**config.mk**
```make
export PLATFORM = sky130hd
export DESIGN_NAME = qchan_bank
export DESIGN_NICKNAME = d
export VERILOG_FILES = /design/src/rtl/qchan_pkg.sv /design/src/rtl/qchan_fsm.sv /design/src/rtl/qchan_regs.sv /design/src/rtl/qchan_rdmux.sv /design/src/rtl/qchan_bank.sv
export SDC_FILE = /design/constraint.sdc
export NUM_CORES = 1
export LEC_CHECK = 0
export BUFFER_PORTS_ARGS = -buffer_cell sky130_fd_sc_hd__buf_2
export CAP_MARGIN = 0
export CORE_MARGIN = 2
export CORE_UTILIZATION = 30
export CTS_CLUSTER_DIAMETER = 80
export CTS_CLUSTER_SIZE = 12
export DETAILED_ROUTE_END_ITERATION = 12
export GPL_TIMING_DRIVEN = 0
export SLEW_MARGIN = 40
export SYNTH_ARGS = -nofsm -noshare
export SYNTH_HDL_FRONTEND = slang
export SYNTH_SLANG_ARGS = --single-unit
export TNS_END_PERCENT = 20
```
**constraint.sdc**
```tcl
create_clock -name clk -period 2.9 [get_ports clk]
set_input_delay 0.145 -clock clk [delete_from_list [all_inputs] [get_ports clk]]
set_output_delay 0.145 -clock clk [all_outputs]
set_load 0.005 [all_outputs]
```
**src/rtl/qchan_pkg.sv**
```systemverilog
package qchan_pkg;

    typedef enum logic [3:0] {
        ST_IDLE   = 4'd0,
        ST_RUN    = 4'd1,
        ST_DONE   = 4'd2,
        ST_PAUSED = 4'd3,
        ST_HALT   = 4'd4,
        ST_ABORT  = 4'd5,
        ST_WAIT   = 4'd6,
        ST_BUFCLR = 4'd7
    } qstate_e;

    localparam logic [7:0] OFF_SQ_LO   = 8'h00;
    localparam logic [7:0] OFF_SQ_HI   = 8'h04;
    localparam logic [7:0] OFF_SQ_DEP  = 8'h08;
    localparam logic [7:0] OFF_SQ_TAIL = 8'h0C;
    localparam logic [7:0] OFF_CQ_LO   = 8'h10;
    localparam logic [7:0] OFF_CQ_HI   = 8'h14;
    localparam logic [7:0] OFF_CQ_DEP  = 8'h18;
    localparam logic [7:0] OFF_CQ_HEAD = 8'h1C;
    localparam logic [7:0] OFF_CTRL    = 8'h20;
    localparam logic [7:0] OFF_QRST    = 8'h24;
    localparam logic [7:0] OFF_STATE   = 8'h30;
    localparam logic [7:0] OFF_ISTS    = 8'h44 - 8'h04;
    localparam logic [7:0] OFF_IMSK    = 8'h44;

    localparam int CTRL_EN_BIT    = 0;
    localparam int CTRL_PAUSE_BIT = 4;
    localparam int QRST_BIT       = 0;

endpackage

```
**src/rtl/qchan_fsm.sv**
```systemverilog
module qchan_fsm
    import qchan_pkg::*;
#(
    parameter int PTR_W       = 10,
    parameter int DRAIN_LIMIT = 64
) (
    input  logic             clk,
    input  logic             rst_n,
    input  logic             q_en,
    input  logic             q_pause,
    input  logic             rst_req,
    input  logic [PTR_W-1:0] sq_tail,
    input  logic [PTR_W-1:0] eng_head,
    input  logic             eng_busy,
    input  logic             eng_err,
    output qstate_e          state,
    output logic             ring_go,
    output logic             ring_flush
);

    localparam int CNT_W = $clog2(DRAIN_LIMIT + 1);

    qstate_e           state_q, state_d;
    logic [CNT_W-1:0]  drain_cnt;
    logic              have_work;
    logic              drain_out;

    assign have_work = (sq_tail != eng_head);
    assign drain_out = (drain_cnt == CNT_W'(DRAIN_LIMIT - 1));

    always_comb begin
        state_d = state_q;
        if (rst_req) begin
            state_d = ST_BUFCLR;
        end else begin
            unique case (state_q)
                ST_IDLE: begin
                    if (q_en && q_pause)      state_d = ST_PAUSED;
                    else if (q_en && have_work) state_d = ST_RUN;
                end
                ST_RUN: begin
                    if (eng_err)              state_d = ST_WAIT;
                    else if (!q_en)           state_d = eng_busy ? ST_ABORT : ST_HALT;
                    else if (q_pause)         state_d = ST_PAUSED;
                    else if (!have_work && !eng_busy) state_d = ST_DONE;
                end
                ST_DONE:   state_d = ST_IDLE;
                ST_PAUSED: begin
                    if (!q_en)                state_d = eng_busy ? ST_ABORT : ST_HALT;
                    else if (!q_pause)        state_d = ST_IDLE;
                end
                ST_ABORT: begin
                    if (!eng_busy || drain_out) state_d = ST_HALT;
                end
                ST_HALT: begin
                    if (q_en)                 state_d = ST_IDLE;
                end
                ST_WAIT: begin
                    if (!q_en)                state_d = ST_HALT;
                end
                ST_BUFCLR: state_d = ST_IDLE;
                default:   state_d = ST_IDLE;
            endcase
        end
    end

    always_ff @(posedge clk or negedge rst_n) begin
        if (!rst_n) begin
            state_q   <= ST_IDLE;
            drain_cnt <= '0;
        end else begin
            state_q   <= state_d;
            drain_cnt <= (state_q == ST_ABORT) ? drain_cnt + 1'b1 : '0;
        end
    end

    always_comb begin
        state      = state_q;
        ring_go    = (state_q == ST_RUN);
        ring_flush = (state_q == ST_BUFCLR);
    end

    AST_RUN_ENTRY: assert property (@(posedge clk) disable iff (!rst_n)
        (state_q == ST_RUN && $past(state_q) != ST_RUN) |->
            $past(q_en && !q_pause && have_work));

    AST_DONE_TO_IDLE: assert property (@(posedge clk) disable iff (!rst_n)
        (state_q == ST_DONE && !rst_req) |=> state_q == ST_IDLE);

    AST_ABORT_BOUNDED: assert property (@(posedge clk) disable iff (!rst_n)
        (state_q == ST_ABORT) |-> drain_cnt < CNT_W'(DRAIN_LIMIT));

    AST_BUFCLR_ONE: assert property (@(posedge clk) disable iff (!rst_n)
        (state_q == ST_BUFCLR && !rst_req) |=> state_q != ST_BUFCLR);

endmodule

```
**src/rtl/qchan_regs.sv**
```systemverilog
module qchan_regs
    import qchan_pkg::*;
#(
    parameter int PTR_W = 10,
    parameter int INT_W = 13
) (
    input  logic             clk,
    input  logic             rst_n,
    input  logic             wr_en,
    input  logic [7:0]       off,
    input  logic [31:0]      wdata,
    input  logic [INT_W-1:0] eng_evt,
    input  qstate_e          state,
    input  logic             ring_flush,
    output logic [31:0]      rd_word,
    output logic [63:0]      sq_base,
    output logic [63:0]      cq_base,
    output logic [PTR_W-1:0] sq_depth,
    output logic [PTR_W-1:0] cq_depth,
    output logic [PTR_W-1:0] sq_tail,
    output logic [PTR_W-1:0] cq_head,
    output logic             q_en,
    output logic             q_pause,
    output logic             rst_req,
    output logic             irq
);

    localparam int PAD_P = 32 - PTR_W;
    localparam int PAD_I = 32 - INT_W;

    logic             rst_bit;
    logic [INT_W-1:0] int_sts, int_msk, w1c;
    logic             tail_ok, head_ok;

    assign rst_req = wr_en && (off == OFF_QRST) && wdata[QRST_BIT];
    assign tail_ok = (wdata <= {{PAD_P{1'b0}}, sq_depth});
    assign head_ok = (wdata <= {{PAD_P{1'b0}}, cq_depth});
    assign w1c     = (wr_en && off == OFF_ISTS) ? wdata[INT_W-1:0] : '0;

    always_ff @(posedge clk or negedge rst_n) begin
        if (!rst_n) begin
            sq_base  <= '0;
            cq_base  <= '0;
            sq_depth <= '0;
            cq_depth <= '0;
            sq_tail  <= '0;
            cq_head  <= '0;
            q_en     <= 1'b0;
            q_pause  <= 1'b0;
            rst_bit  <= 1'b0;
            int_msk  <= '0;
        end else begin
            rst_bit <= rst_req;
            if (rst_req) begin
                sq_tail <= '0;
                cq_head <= '0;
            end else if (wr_en) begin
                case (off)
                    OFF_SQ_LO:   sq_base[31:0]  <= wdata;
                    OFF_SQ_HI:   sq_base[63:32] <= wdata;
                    OFF_SQ_DEP:  sq_depth       <= wdata[PTR_W-1:0];
                    OFF_SQ_TAIL: if (tail_ok) sq_tail <= wdata[PTR_W-1:0];
                    OFF_CQ_LO:   cq_base[31:0]  <= wdata;
                    OFF_CQ_HI:   cq_base[63:32] <= wdata;
                    OFF_CQ_DEP:  cq_depth       <= wdata[PTR_W-1:0];
                    OFF_CQ_HEAD: if (head_ok) cq_head <= wdata[PTR_W-1:0];
                    OFF_CTRL: begin
                        q_en    <= wdata[CTRL_EN_BIT];
                        q_pause <= wdata[CTRL_PAUSE_BIT];
                    end
                    OFF_IMSK:    int_msk <= wdata[INT_W-1:0];
                    default: ;
                endcase
            end
        end
    end

    always_ff @(posedge clk or negedge rst_n) begin
        if (!rst_n) int_sts <= '0;
        else        int_sts <= (int_sts & ~w1c) | eng_evt;
    end

    always_comb begin
        irq = |(int_sts & ~int_msk);
    end

    always_comb begin
        unique case (off)
            OFF_SQ_LO:   rd_word = sq_base[31:0];
            OFF_SQ_HI:   rd_word = sq_base[63:32];
            OFF_SQ_DEP:  rd_word = {{PAD_P{1'b0}}, sq_depth};
            OFF_SQ_TAIL: rd_word = {{PAD_P{1'b0}}, sq_tail};
            OFF_CQ_LO:   rd_word = cq_base[31:0];
            OFF_CQ_HI:   rd_word = cq_base[63:32];
            OFF_CQ_DEP:  rd_word = {{PAD_P{1'b0}}, cq_depth};
            OFF_CQ_HEAD: rd_word = {{PAD_P{1'b0}}, cq_head};
            OFF_CTRL:    rd_word = 32'(q_en) | (32'(q_pause) << CTRL_PAUSE_BIT);
            OFF_QRST:    rd_word = 32'(rst_bit) << QRST_BIT;
            OFF_STATE:   rd_word = {28'd0, state};
            OFF_ISTS:    rd_word = {{PAD_I{1'b0}}, int_sts};
            OFF_IMSK:    rd_word = {{PAD_I{1'b0}}, int_msk};
            default:     rd_word = 32'd0;
        endcase
    end

    AST_TAIL_BOUND: assert property (@(posedge clk) disable iff (!rst_n)
        (wr_en && off == OFF_SQ_TAIL && !tail_ok) |=> $stable(sq_tail));

    AST_FLUSH_ZEROS: assert property (@(posedge clk) disable iff (!rst_n)
        ring_flush |-> (sq_tail == '0 && cq_head == '0));

    AST_STS_W1C: assert property (@(posedge clk) disable iff (!rst_n)
        (wr_en && off == OFF_ISTS && eng_evt == '0) |=>
            (int_sts & $past(wdata[INT_W-1:0])) == '0);

endmodule

```
**src/rtl/qchan_rdmux.sv**
```systemverilog
module qchan_rdmux #(
    parameter int NUM_CH = 2,
    parameter int CH_W   = 4
) (
    input  logic                 clk,
    input  logic                 rst_n,
    input  logic                 rd_en,
    input  logic [CH_W-1:0]      ch_sel,
    input  logic [NUM_CH*32-1:0] words,
    output logic [31:0]          rdata
);

    logic [31:0] pick;

    always_comb begin
        pick = 32'd0;
        for (int c = 0; c < NUM_CH; c++) begin
            if (ch_sel == CH_W'(c)) pick = words[c*32 +: 32];
        end
    end

    always_ff @(posedge clk or negedge rst_n) begin
        if (!rst_n)     rdata <= 32'd0;
        else if (rd_en) rdata <= pick;
    end

    AST_NO_CHAN_ZERO: assert property (@(posedge clk) disable iff (!rst_n)
        (rd_en && ch_sel >= CH_W'(NUM_CH)) |=> rdata == 32'd0);

endmodule

```
**src/rtl/qchan_bank.sv**
```systemverilog
module qchan_bank
    import qchan_pkg::*;
#(
    parameter int NUM_CH      = 2,
    parameter int PTR_W       = 10,
    parameter int INT_W       = 13,
    parameter int DRAIN_LIMIT = 64,
    parameter int ADDR_W      = 12
) (
    input  logic                      clk,
    input  logic                      rst_n,
    input  logic                      bus_we,
    input  logic                      bus_re,
    input  logic [ADDR_W-1:0]         bus_addr,
    input  logic [31:0]               bus_wdata,
    output logic [31:0]               bus_rdata,
    input  logic [NUM_CH-1:0]         eng_busy,
    input  logic [NUM_CH-1:0]         eng_err,
    input  logic [NUM_CH*PTR_W-1:0]   eng_sq_head,
    input  logic [NUM_CH*INT_W-1:0]   eng_evt,
    output logic [NUM_CH-1:0]         ring_go,
    output logic [NUM_CH-1:0]         ring_flush,
    output logic [NUM_CH*64-1:0]      sq_base,
    output logic [NUM_CH*64-1:0]      cq_base,
    output logic [NUM_CH*PTR_W-1:0]   sq_depth,
    output logic [NUM_CH*PTR_W-1:0]   cq_depth,
    output logic [NUM_CH*PTR_W-1:0]   sq_tail,
    output logic [NUM_CH*PTR_W-1:0]   cq_head,
    output logic [NUM_CH-1:0]         irq
);

    localparam int CH_W = ADDR_W - 8;

    logic [CH_W-1:0]      ch_sel;
    logic [7:0]           off;
    logic [NUM_CH*32-1:0] words;

    assign ch_sel = bus_addr[ADDR_W-1:8];
    assign off    = bus_addr[7:0];

    for (genvar c = 0; c < NUM_CH; c++) begin : g_ch
        logic    wr_en, q_en, q_pause, rst_req;
        qstate_e state;

        assign wr_en = bus_we && (ch_sel == CH_W'(c));

        qchan_regs #(.PTR_W(PTR_W), .INT_W(INT_W)) u_regs (
            .clk        (clk),
            .rst_n      (rst_n),
            .wr_en      (wr_en),
            .off        (off),
            .wdata      (bus_wdata),
            .eng_evt    (eng_evt[c*INT_W +: INT_W]),
            .state      (state),
            .ring_flush (ring_flush[c]),
            .rd_word    (words[c*32 +: 32]),
            .sq_base    (sq_base[c*64 +: 64]),
            .cq_base    (cq_base[c*64 +: 64]),
            .sq_depth   (sq_depth[c*PTR_W +: PTR_W]),
            .cq_depth   (cq_depth[c*PTR_W +: PTR_W]),
            .sq_tail    (sq_tail[c*PTR_W +: PTR_W]),
            .cq_head    (cq_head[c*PTR_W +: PTR_W]),
            .q_en       (q_en),
            .q_pause    (q_pause),
            .rst_req    (rst_req),
            .irq        (irq[c])
        );

        qchan_fsm #(.PTR_W(PTR_W), .DRAIN_LIMIT(DRAIN_LIMIT)) u_fsm (
            .clk        (clk),
            .rst_n      (rst_n),
            .q_en       (q_en),
            .q_pause    (q_pause),
            .rst_req    (rst_req),
            .sq_tail    (sq_tail[c*PTR_W +: PTR_W]),
            .eng_head   (eng_sq_head[c*PTR_W +: PTR_W]),
            .eng_busy   (eng_busy[c]),
            .eng_err    (eng_err[c]),
            .state      (state),
            .ring_go    (ring_go[c]),
            .ring_flush (ring_flush[c])
        );
    end

    qchan_rdmux #(.NUM_CH(NUM_CH), .CH_W(CH_W)) u_rdmux (
        .clk    (clk),
        .rst_n  (rst_n),
        .rd_en  (bus_re),
        .ch_sel (ch_sel),
        .words  (words),
        .rdata  (bus_rdata)
    );

endmodule

```
==> summary.txt <==
Setup path
  • Worst-path cell chain: dlygate4sd3_1 > buf_2 > nor4_1 > nand4_1 > nor4_4 > nor2b_1 > o311a_1 > buf_6 > mux2i_1
  • CP startpoint: bus_wdata[20]
  • Crit path DAT: about 3.4 ns
  • CP required: about 3.4 ns
  • Buf/Inv on CP: 3
  • Reg2reg path depth: 7
  • Critical Path Fanout Max: 10
  • Start of the worst register-to-register path: g_ch[0].u_regs.sq_tail[0]
  • Worst Setup End Kind: register
  • Reg2reg setup slack: between 0.2 and 0.3 ns
  • Crit Reg-Reg Endpoint: g_ch[0].u_fsm.state[0]
  • Critical Path Source Type: primary input
  • Family with the most delay on the worst path: simple AND/OR/NAND/NOR gates
  • Slowest cell on crit path: nor4_1
  • Worst Setup Path Type: primary input to register
  • Slowest cell delay on critical path: approximately 0.6 ns

Yosys
  • Synth Area in Adders: 0.02330
  • Synth Cell Area: between 20,000 and 25,000 µm²
  • EDFF count, synth: 0
  • Unique cell type count in the Yosys netlist: 85
  • Syn_area_per_cell: approximately 12 µm²
  • Cell count after synthesis: a little under 2,000
  • Main combinational cell family by area after synthesis: multiplexers
  • Compound-gate portion of the synthesized area: 0.1191
  • Simple-gate portion of the synthesized area: 0.08551
  • Syn nets: 2,082
  • Area contributors post-synth: dfrtp_1 (49%), mux2_1 (8.1%), mux2_2 (7.7%)
  • Synth top area share: 0.4950
  • Synth Register Bits: 446
  • Synth Warn #: 0
  • XOR/XNOR Fraction of Synth Area: 0.01126
  • Ys flop type: dfrtp_1
  • FFs w/ async S/R, synth: 1.000
  • Area leader, netlist: dfrtp_1
  • Multiplexer share of the synthesized area: 0.2136
  • Sequential share of the synthesized area: 0.4950

Drt
  • DR vias/cell: around 5.5
  • TritonRoute pass-1 iters: 6
  • Post-DRT Antenna Nets: 0
  • WL per Instance: between 20 and 30 µm
  • Drt initial violations: around 1,900
  • DRC errors left: 0
  • Vias post-DR: 19,230
  • DRT Wirelength: just over 100,000 µm

Clocking
  • CTS H-tree lvls: 2
  • Clock Latency Late Sink: about 0.6 ns
  • Clk buf depth: 3
  • CTS tree: done
  • Reg clk slew, reported paths: approximately 0.060 ns
  • Root buf cell: clkbuf_16
  • Sink Count: 446
  • Number of CTS-inserted buffers: 43
  • Post-CTS Setup Bufs: 0

Place
  • Hpwl dp: between 70,000 and 80,000 µm
  • Post-DP Area: roughly 26,000 µm²
  • GPL Wtd Cong: around 0.97
  • Setup WS pre-CTS: -0.2934 ns
  • I/O Buffers: 467

Status
  • Run status: finished, final reports clean

STA
  • Slew headroom: 0.4141
  • Final Hold Vio Count: 0
  • Crit share post-route: 0.9968
  • Slew Viols, Final: 0
  • Clk_skew: ~0.024 ns
  • Highest Clock Rate: around 350 MHz
  • Final setup fails: 0
  • Slew @ Worst Pin: between 0.8 and 0.9 ns
  • RSZ-0062 raised after global routing: no
  • Final worst slack: about 0.0094 ns
  • Final Critical Period: 2.891 ns

Global routing
  • Tot GR Track Use: 0.2518
  • Pin count of the biggest net entering global routing: roughly 70
  • Gr busiest metal: met2
  • Met3 Use GR: 0.07270
  • Met1 usage: 0.3213
  • Global route overflow: 0
  • First-pass GRT wire length: between 100,000 and 150,000 µm
  • M2 GR Usage: 0.3888
  • Antenna violations before repair: 20
  • Vias in the first global route: about 19,000

Floorplan
  • # rows: 100
  • IO Count: roughly 470
  • Core Area: around 74,000 µm²
  • Die W: between 200 and 300 µm
  • Die height: between 200 and 300 µm
  • Starting Density: 0.3029
  • Die Area: about 77,000 µm²

Cells and area
  • Area growth from synthesis to layout: 24.66%
  • Cell area after layout: between 20,000 and 30,000 µm²
  • Layout cells sized above 1: 0.3230
  • Commonest non-fill, non-tap cells in the layout: buf_2 (515), dfrtp_1 (446), mux2_1 (163), nand2_1 (155), mux2_2 (155)
  • Commonest non-fill, non-tap cell in the layout: buf_2
  • NumNets Final: 2,660

Min path
  • Hold Path Class: primary input to async pin

Power
  • Leak pwr: 14.49 nW
  • Power density over the cells: 464.8 nW/µm²
  • VDD IR-drop max: between 0.3 and 0.4 mV

Flow run
  • Max Cap Viol: 0
stage by stage:
stage          total power, W  cells  TNS [ns]  utilization  hold WS (ns)
4_1_cts               0.01311   3492         0       0.3773       0.01175
6_report              0.01306   3499         0       0.3776       0.02645
2_1_floorplan        0.007128   1942         0            -       -0.1506
5_1_grt               0.01346   3495         0       0.3775       0.03072
3_3_place_gp         0.007753   3378  -3479.51       0.3506        0.3246
3_5_place_dp         0.007801   3389    -18.08       0.3542       0.02945
logic make-up (layout without fill, tap and decap cells):
family | Yosys count | in the layout
flip-flops | 446 | 446
multiplexers | 434 | 434
AO/OA/AOI/OAI | 387 | 387
AND/OR/NAND/NOR | 363 | 363
buffers and inverters | 241 | 822
adder cells (fa/ha/maj) | 42 | 42
XOR/XNOR | 29 | 29
other | 0 | 7
worst reg2reg max path, cell delays in order (launching register included):
cell           delay [ns]
dfrtp_1              0.50
xor2_1               0.21
nor4_1               0.31
nand4_1              0.29
o211ai_1             0.33
nand4_1              0.17
o21bai_1             0.16
dlygate4sd3_1        0.56
power by group:
group	internal, W	switching (W)	total (W)	leakage [nW]
logic	0.000505	0.000912	0.00142	7.88
registers	0.00629	0.0000688	0.00636	6.03
clock network	0.00282	0.00247	0.00529	0.577
sequential cells by signal, indices dropped and copies added, names as in the netlist:
signal	flops
g_ch.u_fsm.state	6
u_rdmux.rdata	32
g_ch.u_regs.int_sts	26
g_ch.u_regs.sq_depth	20
g_ch.u_regs.sq_tail	20
g_ch.u_fsm.drain_cnt	14
g_ch.u_regs.rst_bit	2
g_ch.u_regs.q_en	2
g_ch.u_regs.cq_head	20
g_ch.u_regs.cq_depth	20
g_ch.u_regs.q_pause	2
g_ch.u_regs.int_msk	26
g_ch.u_regs.cq_base	128
g_ch.u_regs.sq_base	128
metal layers:
metal,share of wire,up-vias
li1,-,8217
met1,0.41,9833
met2,0.45,881
met3,0.087,273
met4,0.059,26
met5,0.0016,-
what timing repair did:
action                                 in CTS  in global routing
endpoints found under the hold margin     287                  0
resized for setup                           0                  0
hold buffers                               55                  0
setup endpoints to repair                   0                  0
cells in the mapped netlist (all sizes together), types with 6 or more instances:
cell	count
a211oi	9
a21o	28
a21oi	20
a221oi	13
a222oi	8
a22o	13
a22oi	99
a32oi	6
and2	10
and3	10
buf	99
clkbuf	49
dfrtp	446
ha	42
inv	92
mux2	328
mux2i	104
nand2	159
nand3	31
nand3b	6
nand4	15
nor2	46
nor2b	21
nor3	20
nor4	15
o21ai	90
o22ai	43
or3	6
xor2	25
worst max-delay path by stage:
stage / endpoint / slack (ns) / cells after the start
after CTS: g_ch[0].u_regs.cq_head[5] / 0.15 / 9
after floorplan: g_ch[1].u_regs.sq_tail[0] / 0.92 / 9
after detailed placement: g_ch[1].u_regs.sq_base[26] / -0.29 / 8
after global placement: g_ch[1].u_regs.cq_base[35] / -7.80 / 1
after global routing: g_ch[0].u_regs.cq_head[7] / 0.01 / 9
final: g_ch[0].u_regs.cq_head[9] / 0.009 / 9
cell type report:
class                   instances  area (µm²)
inverters                      93       349.1
clock inverters                 3       40.04
diodes                          7       17.52
plain buffers                 148       835.8
multi-input cells            1255       10230
flip-flops and latches        446       11160
clock buffers                  45        1126
fillers                      7387       46340
well taps                     969        1212
repair buffers                533        3141
No activity file was read; power rests on OpenSTA's default activity.
